===== src/rtl/zodc_pkg.sv =====
package zodc_pkg;
  // strobes from control to datapath; at most one is high per cycle
  typedef struct packed {
    logic track;    // follow the incoming reference
    logic capture;  // latch duty, save reference, apply correction
    logic restore;  // write the saved reference back
  } dpCtl_t;

  typedef enum logic {S_IDLE = 1'b0, S_DITHER = 1'b1} calState_t;
endpackage


===== src/rtl/zodc_ctrl.sv =====
module zodc_ctrl
  import zodc_pkg::*;
(
  input  logic   clk,
  input  logic   rstN,
  input  logic   testStart,
  input  logic   testDone,
  output dpCtl_t ctl,
  output logic   coarseSel
);
  calState_t state, nextState;

  always_comb begin
    nextState = state;
    ctl       = '0;
    case (state)
      S_IDLE: begin
        if (testStart) begin
          nextState   = S_DITHER;
          ctl.capture = 1'b1;
        end else begin
          ctl.track = 1'b1;
        end
      end
      S_DITHER: begin
        if (testDone) begin
          nextState   = S_IDLE;
          ctl.restore = 1'b1;
        end
      end
      default: nextState = S_IDLE;
    endcase
  end

  always_ff @(posedge clk) begin
    if (!rstN) state <= S_IDLE;
    else       state <= nextState;
  end

  assign coarseSel = (state == S_DITHER);

  // start from idle enters the test, even with done also high
  p_enter_r3: assert property (@(posedge clk) disable iff (!rstN)
    (!coarseSel && testStart) |=> coarseSel);
  // repeated start inside the test does not disturb it
  p_hold_r6: assert property (@(posedge clk) disable iff (!rstN)
    (coarseSel && !testDone) |=> coarseSel);
  p_exit_r7: assert property (@(posedge clk) disable iff (!rstN)
    (coarseSel && testDone) |=> !coarseSel);
  p_idle_done_r8: assert property (@(posedge clk) disable iff (!rstN)
    (!coarseSel && !testStart) |=> !coarseSel);
endmodule


===== src/rtl/zodc_datapath.sv =====
module zodc_datapath
  import zodc_pkg::*;
#(
  parameter int FINE_W   = 10,
  parameter int COARSE_W = 7,
  parameter int REF_W    = 12
) (
  input  logic              clk,
  input  logic              rstN,
  input  dpCtl_t            ctl,
  input  logic [FINE_W-1:0] dutyCmd,
  input  logic [REF_W-1:0]  refIn,
  output logic [REF_W-1:0]  refOut,
  output logic [FINE_W-1:0] dutySteady
);
  localparam int DROP_W = FINE_W - COARSE_W;
  localparam int CORR_W = DROP_W + 1;
  localparam logic [DROP_W-1:0] MID_CODE = DROP_W'(1) << (DROP_W - 1);

  logic [DROP_W-1:0] lowBits;
  logic [CORR_W-1:0] corr;      // two's complement, MID - lowBits
  logic [REF_W-1:0]  corrExt;
  logic [REF_W-1:0]  savedRef;

  assign lowBits = dutyCmd[DROP_W-1:0];
  assign corr    = {1'b0, MID_CODE} - {1'b0, lowBits};

  generate
    if (REF_W > CORR_W) begin : g_sext
      assign corrExt = {{(REF_W-CORR_W){corr[CORR_W-1]}}, corr};
    end else begin : g_trunc
      assign corrExt = corr[REF_W-1:0];
    end
  endgenerate

  always_ff @(posedge clk) begin
    if (!rstN) begin
      refOut     <= '0;
      savedRef   <= '0;
      dutySteady <= '0;
    end else begin
      if (ctl.track) refOut <= refIn;
      if (ctl.capture) begin
        savedRef   <= refIn;
        dutySteady <= dutyCmd;
        refOut     <= refIn + corrExt;
      end
      if (ctl.restore) refOut <= savedRef;
    end
  end

  // saved reference only moves on a capture strobe
  p_saved_hold_r7: assert property (@(posedge clk) disable iff (!rstN)
    !ctl.capture |=> $stable(savedRef));
  p_strobe_excl_r9: assert property (@(posedge clk) disable iff (!rstN)
    $onehot0({ctl.track, ctl.capture, ctl.restore}));
endmodule


===== src/rtl/zero_offset_cal.sv =====
module zero_offset_cal #(
  parameter int FINE_W   = 10,
  parameter int COARSE_W = 7,
  parameter int REF_W    = 12
) (
  input  logic              clk,
  input  logic              rstN,
  input  logic [FINE_W-1:0] dutyCmd,
  input  logic [REF_W-1:0]  refIn,
  input  logic              testStart,
  input  logic              testDone,
  output logic [REF_W-1:0]  refOut,
  output logic [FINE_W-1:0] dutySteady,
  output logic              coarseSel
);
  zodc_pkg::dpCtl_t ctl;

  zodc_ctrl u_ctrl (
    .clk       (clk),
    .rstN      (rstN),
    .testStart (testStart),
    .testDone  (testDone),
    .ctl       (ctl),
    .coarseSel (coarseSel)
  );

  zodc_datapath #(.FINE_W(FINE_W), .COARSE_W(COARSE_W), .REF_W(REF_W)) u_dp (
    .clk        (clk),
    .rstN       (rstN),
    .ctl        (ctl),
    .dutyCmd    (dutyCmd),
    .refIn      (refIn),
    .refOut     (refOut),
    .dutySteady (dutySteady)
  );

  p_track_r2: assert property (@(posedge clk) disable iff (!rstN)
    (!coarseSel && !testStart) |=> (refOut == $past(refIn)));
  p_capture_r3: assert property (@(posedge clk) disable iff (!rstN)
    (!coarseSel && testStart) |=> (dutySteady == $past(dutyCmd)));
  p_frozen_r5: assert property (@(posedge clk) disable iff (!rstN)
    (coarseSel && !testDone) |=> ($stable(refOut) && $stable(dutySteady)));
endmodule


===== config.mk =====
export PLATFORM = sky130hd
export DESIGN_NAME = zero_offset_cal
export DESIGN_NICKNAME = d
export VERILOG_FILES = /design/src/rtl/zodc_pkg.sv /design/src/rtl/zodc_ctrl.sv /design/src/rtl/zodc_datapath.sv /design/src/rtl/zero_offset_cal.sv
export SDC_FILE = /design/constraint.sdc
export NUM_CORES = 1
export LEC_CHECK = 0
export BUFFER_PORTS_ARGS = -buffer_cell sky130_fd_sc_hd__buf_2
export CAP_MARGIN = 20
export CORE_MARGIN = 3
export CORE_UTILIZATION = 35
export DETAILED_ROUTE_END_ITERATION = 10
export GPL_TIMING_DRIVEN = 0
export PLACE_DENSITY = 0.67
export SLEW_MARGIN = 20
export SYNTH_ARGS = -nofsm -noshare
export SYNTH_HDL_FRONTEND = slang
export SYNTH_SLANG_ARGS = --single-unit

===== constraint.sdc =====
create_clock -name clk -period 4.3 [get_ports clk]
set_input_delay 0.215 -clock clk [delete_from_list [all_inputs] [get_ports clk]]
set_output_delay 0.215 -clock clk [all_outputs]
set_load 0.03 [all_outputs]

==> impl_metrics.py <==
metrics = {
    "status": {
        "status": "finished, final reports clean",
    },
    "global_route": {
        "antenna_found_initial": 0,
        "grt_pass1_wl_um": 8460,
        "grt_pass1_vias": 1789,
        "grt_max_degree": 12,
        "grt_overflow": 0,
        "grt.total_usage_pct": 16.6,
    },
    "synthesis": {
        "yosysWarnings": 0,
        "async_flop_share_pct": 0,
        "synth_area_sq_um": 1960,
        "ys_types": 41,
        "synth_nets": 279,
        "syn-instance-count": 240,
        "synth_flop_cell": "dfxtp_1",
        "seq_area_frac_synth_pct": 35.7,
        "syn_avg_cell_area_sq_um": 8.18,
        "ys_ff_latch": 35,
        "synth-edff-count": 0,
    },
    "cells_and_area": {
        "antenna_cells": 0,
        "multi_input_area_sq_um": 1180,
        "final_cell_mix": "buf_2, nand2_1, a21oi_1",
        "seqCellArea_sq_um": 701,
        "area_delta_synth_final_pct": 22.4,
        "fill_cells": 566,
        "drive_above_1_share_pct": 22.0,
        "final_nets": 333,
        "stdcell_count": 365,
        "layout_commonest_cell": "buf_2",
    },
    "timing": {
        "finalMaxSlewViolations": 0,
        "final.setup.tns_ps": 0,
        "period_needed_ps": 2480,
        "fmax_mhz": 404,
        "worst-slew-pin-transition_ps": 587,
        "fin_skew_ps": 10.9,
        "final-setup-viol-count": 0,
        "hold_violations": 0,
        "rsz0062_at_grt": "false",
        "slew_headroom_pct": 60.9,
        "post-route-period-util_pct": 57.6,
    },
    "cts": {
        "cts_tree": "built",
        "clk_path_buf_depth": 2,
        "clkTransAtPathRegs_ps": 80,
        "htreeDepth": 2,
        "cts_buffers": 5,
        "clk_latency_ps": 290,
        "cts_resized": 0,
        "cts_num_sinks": 35,
        "post-cts-setup-buffers": 0,
        "cts-root-buf": "clkbuf_8",
        "holdBufCountCts": 0,
    },
    "routing": {
        "antenna_left": 0,
        "routed_wl_um": 5310,
        "wl_per_cell_um": 14.6,
        "drt_iter0_markers": 145,
        "drc_errors": 0,
        "vias": 1906,
        "dr.pass1.iters": 4,
        "via_per_inst": 5.22,
    },
    "critical_path": {
        "worstSetupEndpointType": "flip-flop",
        "path_common_cell": "a21o_1",
        "cp.required_ps": 4450,
        "path_cells": "buf_2 -> o21ai_0 -> inv_1 -> ha_1 -> a21o_1 -> a21o_1 -> nor3_1 -> nor4b_1 -> a211oi_1",
        "crit_type": "in -> reg",
        "cp.arrival_ps": 2630,
        "worstPathMaxFanout": 8,
        "cpPeakStageDelay_ps": 430,
        "slowest_stage": "ha_1",
        "startpoint_type": "primary input",
    },
    "floorplanning": {
        "start_util_pct": 37.3,
        "dieArea_sq_um": 6550,
        "die_w_um": 80.9,
        "die_h_um": 80.9,
        "rows": 26,
        "coreArea_sq_um": 5270,
        "top_level_ports": 49,
    },
    "placed_design": {
        "post-dp-hpwl_um": 3910,
        "gp_congestion": 0.881,
        "dp.cells": 357,
        "io_buffer_count": 47,
    },
    "power": {
        "peakVddDrop_mv": 0.180,
        "pwr_density_cell_nw_per_um2": 379,
        "leakagePower_uw": 0.00108,
    },
    "flow_run": {
        "max_cap_viol_count": 0,
    },
    "hold_path": {
        "hold_class": "in -> reg",
    },
}
==> cells in the mapped netlist (2+ instances only) <==
library cell  count  area share, %
a211oi_1         12            4.6
a21o_1            6            2.3
a21oi_1          37            9.4
a221oi_1          2           0.89
buf_1             3           0.57
buf_2             5            1.3
clkbuf_1          7            1.3
dfxtp_1          35             36
ha_1             12            7.6
inv_1             5           0.96
mux2_2            4            2.3
mux2i_1           9            4.6
nand2_1          49            9.4
nand2b_1          2           0.64
nand3_1           3           0.76
nor2_1            7            1.3
nor2b_1           4            1.3
nor3_1            2           0.51
nor3b_1           5            1.9
nor4_1            2           0.64
o21ai_0           5            1.3
xnor2_1           3            1.3
xor2_1            3            1.3
==> report_power, final <==
group,internal [uW],switching (uW),leakage [uW]
Combinational,88.3,153,0.000733
Clock,188,122,0.0000612
Sequential,350,11.8,0.000289
==> layer usage <==
metal | up-vias | track usage, % | part of all wire [%] | routed length, um
met5 | - | 0 | 0 | 0
met4 | 0 | 4.73 | 1.4 | 74
met3 | 8 | 3.33 | 5.2 | 274
met2 | 46 | 28.2 | 47 | 2490
met1 | 885 | 21.4 | 47 | 2470
li1 | 967 | - | - | -
==> state kept, by name, summed over array words and instances, names as in the netlist <==
register and cells:
u_dp.savedRef 12, u_ctrl.coarseSel 1, u_dp.refOut 12, u_dp.dutySteady 10
==> area by class of cell <==
| class | instances | area share, % |
|---|---|---|
| multi-input cells | 184 | 49.0 |
| flip-flops and latches | 35 | 29.1 |
| repair buffers | 47 | 9.78 |
| well taps | 70 | 3.64 |
| clock buffers | 6 | 3.43 |
| plain buffers | 15 | 2.60 |
| clock inverters | 2 | 1.46 |
| inverters | 6 | 0.937 |
==> final timing paths <==
kind / startpoint / to / slack, ps / depth (start not counted)
hold / removal: dutyCmd[3] / u_dp.dutySteady[3] / 150 / 3
setup reg to reg: u_ctrl.coarseSel / u_dp.savedRef[10] / 2600 / 6
hold reg to reg: u_dp.dutySteady[7] / u_dp.dutySteady[7] / 450 / 2
setup / recovery: dutyCmd[0] / u_dp.refOut[11] / 1820 / 9
==> worst max-delay path, delay by kind of cell <==
kind / cells / cell delay (ps)
adder cells (fa/ha/maj): 1 / 430
AND/OR/NAND/NOR: 2 / 710
buffers and inverters: 2 / 390
AO/OA/AOI/OAI: 4 / 890
==> metrics by stage <==
stage | setup slack, ps | util, % | hold slack [ps] | total power [uW] | area [sq um]
finish | 1820 | 45.6 | 153 | 912 | 2400
global route | 1740 | 45.6 | 157 | 965 | 2400
CTS | 1860 | 45.6 | 147 | 921 | 2400
detailed placement | 1580 | 43.4 | 444 | 609 | 2290
global placement | 1650 | 43.4 | 438 | 605 | 2290
floorplan | 2110 | - | 351 | 539 | 1960
==> cells by family after synthesis <==
logic type / count (synthesis) / share of synthesized area (%)
fa+ha+maj: 13 / 8.66
flops: 35 / 35.7
buf+inv: 21 / 4.33
mux: 13 / 6.88
compound gates: 73 / 23.6
xor+xnor: 6 / 2.68
simple gates: 79 / 18.2
(Power assumes the default switching activity.)
